[src/rtl/dcrms_acc.sv]
module dcrms_acc #(
  parameter int W     = 16,
  parameter int LOG2N = 4
) (
  input  logic                clk,
  input  logic                rst,
  input  logic                win_en,
  input  logic                in_valid,
  output logic                in_ready,
  input  logic signed [W-1:0] in_data,
  output logic                done,
  output logic signed [W-1:0] dc_mean,
  output logic [63:0]         sq_sum,
  output logic [63:0]         mean_sq,
  output logic [31:0]         rms
);

  localparam int N     = 1 << LOG2N;
  localparam int SW    = W + LOG2N;
  localparam int NEED  = 2 * W - 1 + LOG2N;
  localparam int SQ_SH = (NEED > 64) ? NEED - 64 : 0;
  localparam int PW    = W + 17;

  typedef enum logic [1:0] {S_ACC, S_LOAD, S_ROOT} st_t;

  function automatic logic [15:0] hann_q15(input int n);
    longint pi_q30, x, x2, term, s, w;
    int m;
    pi_q30 = 64'sd3373259426;
    m = (n < N - 1 - n) ? n : N - 1 - n;
    x = (pi_q30 * m) / (N - 1);
    x2 = (x * x) >>> 30;
    term = x;
    s = x;
    for (int k = 1; k <= 6; k++) begin
      term = -((term * x2) >>> 30) / ((2 * k) * (2 * k + 1));
      s = s + term;
    end
    w = (s * s) >>> 30;
    return 16'((w + 64'sd16384) >>> 15);
  endfunction

  logic [15:0] win_rom [N];
  for (genvar g = 0; g < N; g++) begin : g_win
    assign win_rom[g] = hann_q15(g);
  end

  st_t                 st;
  logic [LOG2N-1:0]    cnt;
  logic signed [SW-1:0] sum_acc;
  logic [63:0]         sq_acc;
  logic [63:0]         op;
  logic [33:0]         rem;
  logic [31:0]         root;
  logic [4:0]          it;
  logic signed [W-1:0] pend_mean;
  logic [63:0]         pend_sq, pend_msq;

  assign in_ready = (st == S_ACC);

  logic signed [PW-1:0] prod, prnd;
  logic signed [W-1:0]  ws;
  logic signed [2*W-1:0] sq;
  logic [63:0]          sq_add;
  assign prod   = PW'(in_data) * PW'($signed({1'b0, win_rom[cnt]}));
  assign prnd   = prod + PW'(16384);
  assign ws     = win_en ? W'(prnd >>> 15) : in_data;
  assign sq     = (2*W)'(ws) * (2*W)'(ws);
  assign sq_add = 64'($unsigned(sq) >> SQ_SH);

  logic signed [SW:0]  msum;
  logic signed [W-1:0] mean_c;
  logic [64:0]         mtmp;
  logic [63:0]         msq_c;
  assign msum   = {sum_acc[SW-1], sum_acc} + (SW+1)'(N / 2);
  assign mean_c = W'(msum >>> LOG2N);
  assign mtmp   = {1'b0, sq_acc} + 65'(N / 2);
  assign msq_c  = 64'(mtmp >> LOG2N);

  logic [35:0] rem_n, trial, rem_nx;
  logic        ge;
  logic [31:0] root_nx, rms_c;
  assign rem_n   = {rem, op[63:62]};
  assign trial   = {2'b00, root, 2'b01};
  assign ge      = rem_n >= trial;
  assign rem_nx  = ge ? rem_n - trial : rem_n;
  assign root_nx = {root[30:0], ge};
  assign rms_c   = root_nx + 32'(rem_nx > {4'b0, root_nx});

  always_ff @(posedge clk) begin
    if (rst) begin
      st <= S_ACC;  cnt <= '0;  sum_acc <= '0;  sq_acc <= '0;
      op <= '0;  rem <= '0;  root <= '0;  it <= '0;
      pend_mean <= '0;  pend_sq <= '0;  pend_msq <= '0;
      done <= 1'b0;  dc_mean <= '0;  sq_sum <= '0;  mean_sq <= '0;  rms <= '0;
    end else begin
      done <= 1'b0;
      case (st)
        S_ACC: if (in_valid) begin
          cnt     <= cnt + 1'b1;
          sum_acc <= sum_acc + {{LOG2N{ws[W-1]}}, ws};
          sq_acc  <= sq_acc + sq_add;
          if (&cnt) st <= S_LOAD;
        end
        S_LOAD: begin
          op <= msq_c;  pend_mean <= mean_c;  pend_sq <= sq_acc;  pend_msq <= msq_c;
          sum_acc <= '0;  sq_acc <= '0;  rem <= '0;  root <= '0;  it <= '0;
          st <= S_ROOT;
        end
        S_ROOT: begin
          op   <= op << 2;
          rem  <= rem_nx[33:0];
          root <= root_nx;
          it   <= it + 1'b1;
          if (it == 5'd31) begin
            done <= 1'b1;  dc_mean <= pend_mean;  sq_sum <= pend_sq;
            mean_sq <= pend_msq;  rms <= rms_c;  st <= S_ACC;
          end
        end
        default: st <= S_ACC;
      endcase
    end
  end

  a_r9_done_pulse: assert property (@(posedge clk) disable iff (rst)
    done |=> !done);

  a_r8_stall_after_last: assert property (@(posedge clk) disable iff (rst)
    (in_valid && in_ready && (&cnt)) |=> !in_ready);

  a_r7_no_overflow: assert property (@(posedge clk) disable iff (rst)
    (in_valid && in_ready) |=> (sq_acc >= $past(sq_acc)));

  a_r10_hold: assert property (@(posedge clk) disable iff (rst)
    !($stable(rms) && $stable(dc_mean) && $stable(sq_sum) && $stable(mean_sq)) |-> done);

  a_r5_round_root: assert property (@(posedge clk) disable iff (rst)
    done |-> ((72'(rms) * 72'(rms) <= 72'(mean_sq) + 72'(rms)) &&
              (72'(mean_sq) <= 72'(rms) * 72'(rms) + 72'(rms))));

endmodule

[config.mk]
export PLATFORM = sky130hd
export DESIGN_NAME = dcrms_acc
export DESIGN_NICKNAME = d
export VERILOG_FILES = /design/src/rtl/dcrms_acc.sv
export SDC_FILE = /design/constraint.sdc
export NUM_CORES = 2
export LEC_CHECK = 0
export BUFFER_PORTS_ARGS = -buffer_cell sky130_fd_sc_hd__buf_2
export CAP_MARGIN = 20
export CORE_MARGIN = 5
export CORE_UTILIZATION = 60
export CTS_CLUSTER_DIAMETER = 120
export CTS_CLUSTER_SIZE = 16
export DETAILED_ROUTE_END_ITERATION = 8
export GPL_TIMING_DRIVEN = 0
export MAX_ROUTING_LAYER = met4
export PLACE_DENSITY = 0.83
export SETUP_SLACK_MARGIN = 0.02
export SYNTH_ARGS = -nofsm -noshare
export SYNTH_HDL_FRONTEND = slang
export SYNTH_SLANG_ARGS = --single-unit
[constraint.sdc]
create_clock -name clk -period 19.65 [get_ports clk]
set_input_delay 0.9825 -clock clk [delete_from_list [all_inputs] [get_ports clk]]
set_output_delay 0.9825 -clock clk [all_outputs]
set_load 0.005 [all_outputs]
After elaboration in Yosys (flattened, before gate mapping)
Memories as Yosys holds them, arrays and structs flattened.
Cells that the tools add are included.
{"block": "word_totals", "register_bits": 540, "romBits": 256, "inputBits": 20, "out_inout_bits": 178, "elab_cells": 65, "mem_count": 1}
{"block": "op_classes", "n_addsub": 9, "multipliers": 2, "n_lt_le_gt_ge": 3, "eq_ne": 6, "n_mux": 17, "bitwise": 2, "n_reduce_logical": 9}
{"name": "(no name shown)", "words": 16, "word_bits": 16, "rd": 1, "rd_ports_with_merged_regs": 0, "wr": 0, "line_no": "65", "rtl": "assign prod = PW'(in_data) * PW'($signed({1'b0, win_rom[cnt]}));"}
{"op": "case mux 64 bit (2 select lines)", "count": 2}
{"op": "case mux 34 bit (2 select lines)", "count": 1}
{"op": "adder 64 x 4 -> 65 bit (second input constant)", "count": 1}
{"op": "adder 64 x 32 -> 64 bit", "count": 1}
{"op": "two-way mux 64 bit", "count": 1}
{"op": "case mux 32 bit (2 select lines)", "count": 1}
{"op": "two-way mux 16 bit", "count": 3}
{"op": "case mux 20 bit (2 select lines)", "count": 1}
{"op": ">= comparator 36 x 34 -> 1 bit", "count": 1}
{"op": "> comparator 36 x 32 -> 1 bit", "count": 1}
{"op": "two-way mux 36 bit", "count": 1}
{"op": "subtractor 36 x 34 -> 36 bit", "count": 1}
{"op": "adder 32 x 1 -> 32 bit", "count": 1}
{"op": "multiplier 16 x 16 -> 32 bit", "count": 1}
{"op": "adder 31 x 16 -> 31 bit (second input constant)", "count": 1}
{"op": "multiplier 16 x 17 -> 31 bit", "count": 1}
{"op": "adder 20 bit", "count": 1}
{"op": "adder 20 x 5 -> 20 bit (second input constant)", "count": 1}
{"op": "two-way mux 20 bit", "count": 1}
{"op": "case mux 5 bit (2 select lines)", "count": 1}
{"op": "two-way mux 2 bit", "count": 3}
{"op": "case mux 2 bit (3 select lines)", "count": 1}
{"op": "AND reduction 2 bit", "count": 3}
{"op": "adder 5 x 1 -> 5 bit (second input constant)", "count": 1}
{"op": "other kinds (15)", "count": 17}

Logic depth before layout (Yosys ltp)
{"block": "logic_depth", "ltp_word": 11, "mapped_depth": 70, "ltp_nobuf": 65}

Worst setup path before layout
OpenSTA, ideal clock, no wires.
{"block": "synth_path", "path_kind": "flip-flop to flip-flop", "from": "reg cnt[0]", "to": "reg sq_acc[56]", "setup_time_ns": 0.071, "t_arrival_ns": 15.042, "required_ns": 19.579, "path_slack_ns": 4.537, "path_stages_with_launch": 65, "path_buffers": 4, "synth_period_minus_slack_ns": 15.113, "cell_sequence": "dfxtp_1 -> inv_1 -> ha_1 -> nor2_1 -> or3_1 -> o31ai_1 -> clkbuf_1 -> nand2_1 -> fa_1 -> fa_1 -> inv_1 -> fa_1 -> fa_1 -> fa_1 -> inv_1 -> fa_1 -> inv_1 -> ha_1 -> [... 29 more ...] -> o21ai_0 -> o21ai_1 -> nor2_1 -> o41ai_1 -> a31oi_1 -> xnor2_1 -> ha_1 -> nand2_1 -> nor3_1 -> nand3_1 -> a211oi_2 -> a211oi_1 -> or3_1 -> buf_2 -> or3_1 -> buf_2 -> or3_1 -> a21oi_1"}
{"block": "synth_between", "elab_chain_len": 11}
{"item": "from (decl)", "line_no": "49", "rtl": "logic [LOG2N-1:0] cnt;"}
{"item": "from (signal assigned)", "line_no": "100", "rtl": "cnt <= cnt + 1'b1;"}
{"item": "inverter 4 -> 5 bit (implied by the code)", "line_no": "65"}
{"item": "memory read (16 x 16 bit)"}
{"item": "two-way mux 16 bit (implied by the code) (2 in series)", "line_no": "65"}
{"item": "multiplier 16 x 17 -> 31 bit", "line_no": "65"}
{"item": "adder 31 x 16 -> 31 bit", "line_no": "66", "rtl": "assign prnd = prod + PW'(16384);"}
{"item": "two-way mux 16 bit", "line_no": "67", "rtl": "assign ws = win_en ? W'(prnd >>> 15) : in_data;"}
{"item": "multiplier 16 x 16 -> 32 bit", "line_no": "68", "rtl": "assign sq = (2*W)'(ws) * (2*W)'(ws);"}
{"item": "adder 64 x 32 -> 64 bit", "line_no": "102", "rtl": "sq_acc <= sq_acc + sq_add;"}
{"item": "two-way mux 64 bit", "line_no": "99", "rtl": "S_ACC: if (in_valid) begin"}
{"item": "case mux 64 bit (2 select lines)", "line_no": "98", "rtl": "case (st)"}
{"item": "to (signal assigned)", "line_no": "102"}
{"item": "to (decl)", "line_no": "51", "rtl": "logic [63:0] sq_acc;"}
No other way between the ends. The select of a mux whose other input is x is not followed.
A chain may end at the register's enable or synchronous reset.

Worst setup path after layout
{"block": "layout_path", "from": "reg cnt[0]", "to": "reg sq_acc[52]"}
Same word-level chain as after synthesis.

==> results.py <==
metrics = {
    "sta": {
        "tightest_slew_ns": 1.18,
        "fin_crit_ns": 18.20,
        "finalCritPeriodShare_pct": 92.6,
        "setup_tns_ns": 0,
        "skew_ns": 0.0309,
        "hold_slack_ns": 0.451,
        "relSlewSlack_pct": 21.2,
        "setup_viol": 0,
        "slew_viol_final": 0,
        "rsz0062_at_grt": "false",
        "finalHoldViolations": 0,
        "fmax_mhz": 54.9,
    },
    "grt": {
        "grt_start_max_net_pins": 19,
        "overflow": 0,
        "grt_pass1_vias": 37870,
        "antenna_found_initial": 2,
        "grt_pass1_wl_mm": 195,
        "grt_busiest_layer": "met2",
        "gr-usage-all-layers_pct": 31.3,
        "grtUsageMet1_pct": 39.3,
        "use_met2_pct": 50.9,
        "grt_use_met3_pct": 4.16,
    },
    "synth": {
        "synth_seq_area_share_pct": 24.6,
        "synthArstFlopShare_pct": 0,
        "yosys-top-cells-count": "nand2_1, inv_1, nor2_1, dfxtp_1, fa_1",
        "synth_top_cell_area_share_pct": 24.6,
        "synthMuxAreaShare_pct": 3.01,
        "yosysMostFrequentCell": "nand2_1",
        "synthSimpleGateAreaFrac_pct": 17.6,
        "synth.area.top_cells": "dfxtp_1, fa_1, ha_1",
        "yosys.area.top_type": "dfxtp_1",
        "ys_ff_latch": 540,
        "syn-cell-area_mm2": 0.0439,
        "avgSynthCellArea_um2": 8.34,
        "synth_cells": 5260,
        "synthDistinctLibCells": 89,
        "synth_compound_area_share_pct": 13.0,
        "synth_edf_count": 0,
        "synth_fa_ha_area_share_pct": 28.7,
        "synthXorXnorAreaFrac_pct": 5.27,
        "yosysWarnings": 0,
        "synth_top_family_by_area": "adder cells",
        "ys.flop_type": "dfxtp_1",
    },
    "detailed_routing": {
        "viasPerCell": 5.87,
        "drc": 0,
        "first_pass_iters": 6,
        "vias": 37900,
        "routed_wl_mm": 122,
        "drt-initial-drc-count": 3352,
        "wl_per_cell_um": 18.9,
        "ant_nets": 0,
    },
    "clock_tree": {
        "cts_setup_buffers": 0,
        "h-tree-depth": 2,
        "cts_buffers": 39,
        "clock_latency_ns": 0.58,
        "root_buffer": "clkbuf_16",
        "cts_sinks": 540,
        "cts_resized": 0,
        "cts_hold_buffers": 0,
        "cts_tree": "yes",
        "cts.path.max_buffers": 3,
        "clk_pin_slew_ns": 0.08,
    },
    "place": {
        "port_buffers": 193,
        "gp_congestion": 0.990,
        "place_area_mm2": 0.0461,
        "dp_hpwl_mm": 96.4,
        "numPlacedInstances": 6415,
    },
    "job": {
        "drv_cap": 0,
    },
    "critical_path": {
        "crit_type": "flop to flop",
        "path_delay_family": "adder cells",
        "end_kind": "flop",
        "worstPathMaxFanout": 11,
        "crit_path_top_delay_cell": "dfxtp_1",
        "cp.arrival_ns": 18.71,
        "crit_top_cell": "fa_1",
        "path_depth": 65,
        "reg2reg_depth": 65,
        "cp.required_ns": 20.16,
        "max_stage_delay_ns": 0.60,
        "critPathBufInv": 15,
        "critPathLaunchType": "flop",
    },
    "finish": {
        "finalNetCount": 6273,
        "drive_gt1_share_pct": 5.46,
        "layoutNonFillerInstCount": 6461,
        "finalInstanceArea_mm2": 0.0471,
        "area_growth_syn_to_layout_pct": 7.36,
    },
    "floorplanning": {
        "start_util_pct": 60.4,
        "dieHeight_um": 280,
        "fp.dieW_um": 280,
        "io_pins": 198,
        "placementRows": 99,
        "coreArea_mm2": 0.0727,
        "dieArea_mm2": 0.0787,
    },
    "min_path": {
        "timing.hold.worst_path_depth": 2,
        "hold_path.class": "flop to flop",
    },
    "run_status": {
        "run_status": "finished, final reports clean",
    },
}
## area by class of cell
type | count | area (um^2)
multi-input cells | 3824 | 29700
fillers | 6067 | 25600
flip-flops and latches | 540 | 10800
inverters | 628 | 2360
well taps | 959 | 1200
plain buffers | 270 | 1050
repair buffers | 195 | 978
clock buffers | 39 | 976
clock inverters | 3 | 62.6
diodes | 3 | 7.51
## sequential cells by signal, summed over array words and instances, names as in the netlist, 20 cells and up
name	flops
mean_sq	61
op	64
pend_msq	61
pend_sq	64
rem	34
rms	32
root	32
sq_acc	64
sq_sum	64
sum_acc	20
## routing by layer
layer | up-vias | wire (um)
li1 | 17567 | -
met1 | 18307 | 48800
met2 | 1604 | 57200
met3 | 422 | 9420
met4 | 0 | 6490
met5 | - | 0
## logic make-up after synthesis
group	Yosys count
and+or+nand+nor	1766
AOI/OAI and AO/OA	907
buffers and inverters	898
adders and majority gates	755
DFF	540
xor gates and xnor gates	264
muxes	129
other	1
## placed cells by master (no fill, tap or decap), drive strengths merged, types with 7 or more instances in the layout
cell type	n
nand4	43
o22ai	11
and3	29
buf	236
inv	622
nand2	742
ha	337
a21oi	350
a22o	12
and2	118
mux2i	123
a31oi	16
a22oi	52
o31ai	9
xor2	100
a21o	85
nand3	107
nor3	48
nor2	544
nor2b	37
a211oi	121
o21ai	154
dfxtp	540
a31o	9
clkbuf	268
nand2b	30
fa	418
o21bai	13
or3	20
and4	12
or2	8
o21a	15
nor4	12
clkinv	8
a211o	7
xnor2	164
## metrics by stage
| step | setup slack, ns | util (%) |
|---|---|---|
| 6_report | 1.45 | 64.8 |
| 5_1_grt | 0.528 | 64.8 |
| 4_1_cts | 1.67 | 64.8 |
| 3_5_place_dp | 1.71 | 63.4 |
| 3_3_place_gp | 1.55 | 63.3 |
| 2_1_floorplan | 4.54 | - |
## path summary, 6_finish.rpt
path | end | slack [ns] | from
setup / recovery | sq_acc[52]$_SDFFE_PP0P_ | 1.45 | cnt[0]$_SDFFE_PP0P_
hold / removal | mean_sq[40]$_SDFFE_PP0P_ | 0.45 | pend_msq[40]$_SDFFE_PP0P_
hold reg to reg | mean_sq[40]$_SDFFE_PP0P_ | 0.45 | pend_msq[40]$_SDFFE_PP0P_
setup reg to reg | sq_acc[52]$_SDFFE_PP0P_ | 1.45 | cnt[0]$_SDFFE_PP0P_
## worst reg2reg max path, delay by kind of cell (launching register included)
family | cells | cell delay (ns)
AOI/OAI and AO/OA | 16 | 3.41
xor gates and xnor gates | 2 | 0.65
muxes | 1 | 0.39
buffers and inverters | 15 | 2.65
DFF | 1 | 0.60
and+or+nand+nor | 15 | 3.14
adders and majority gates | 16 | 7.34
Power is not shown: default switching activity piles up to over one toggle a cycle in this logic, so the estimate is an artifact.
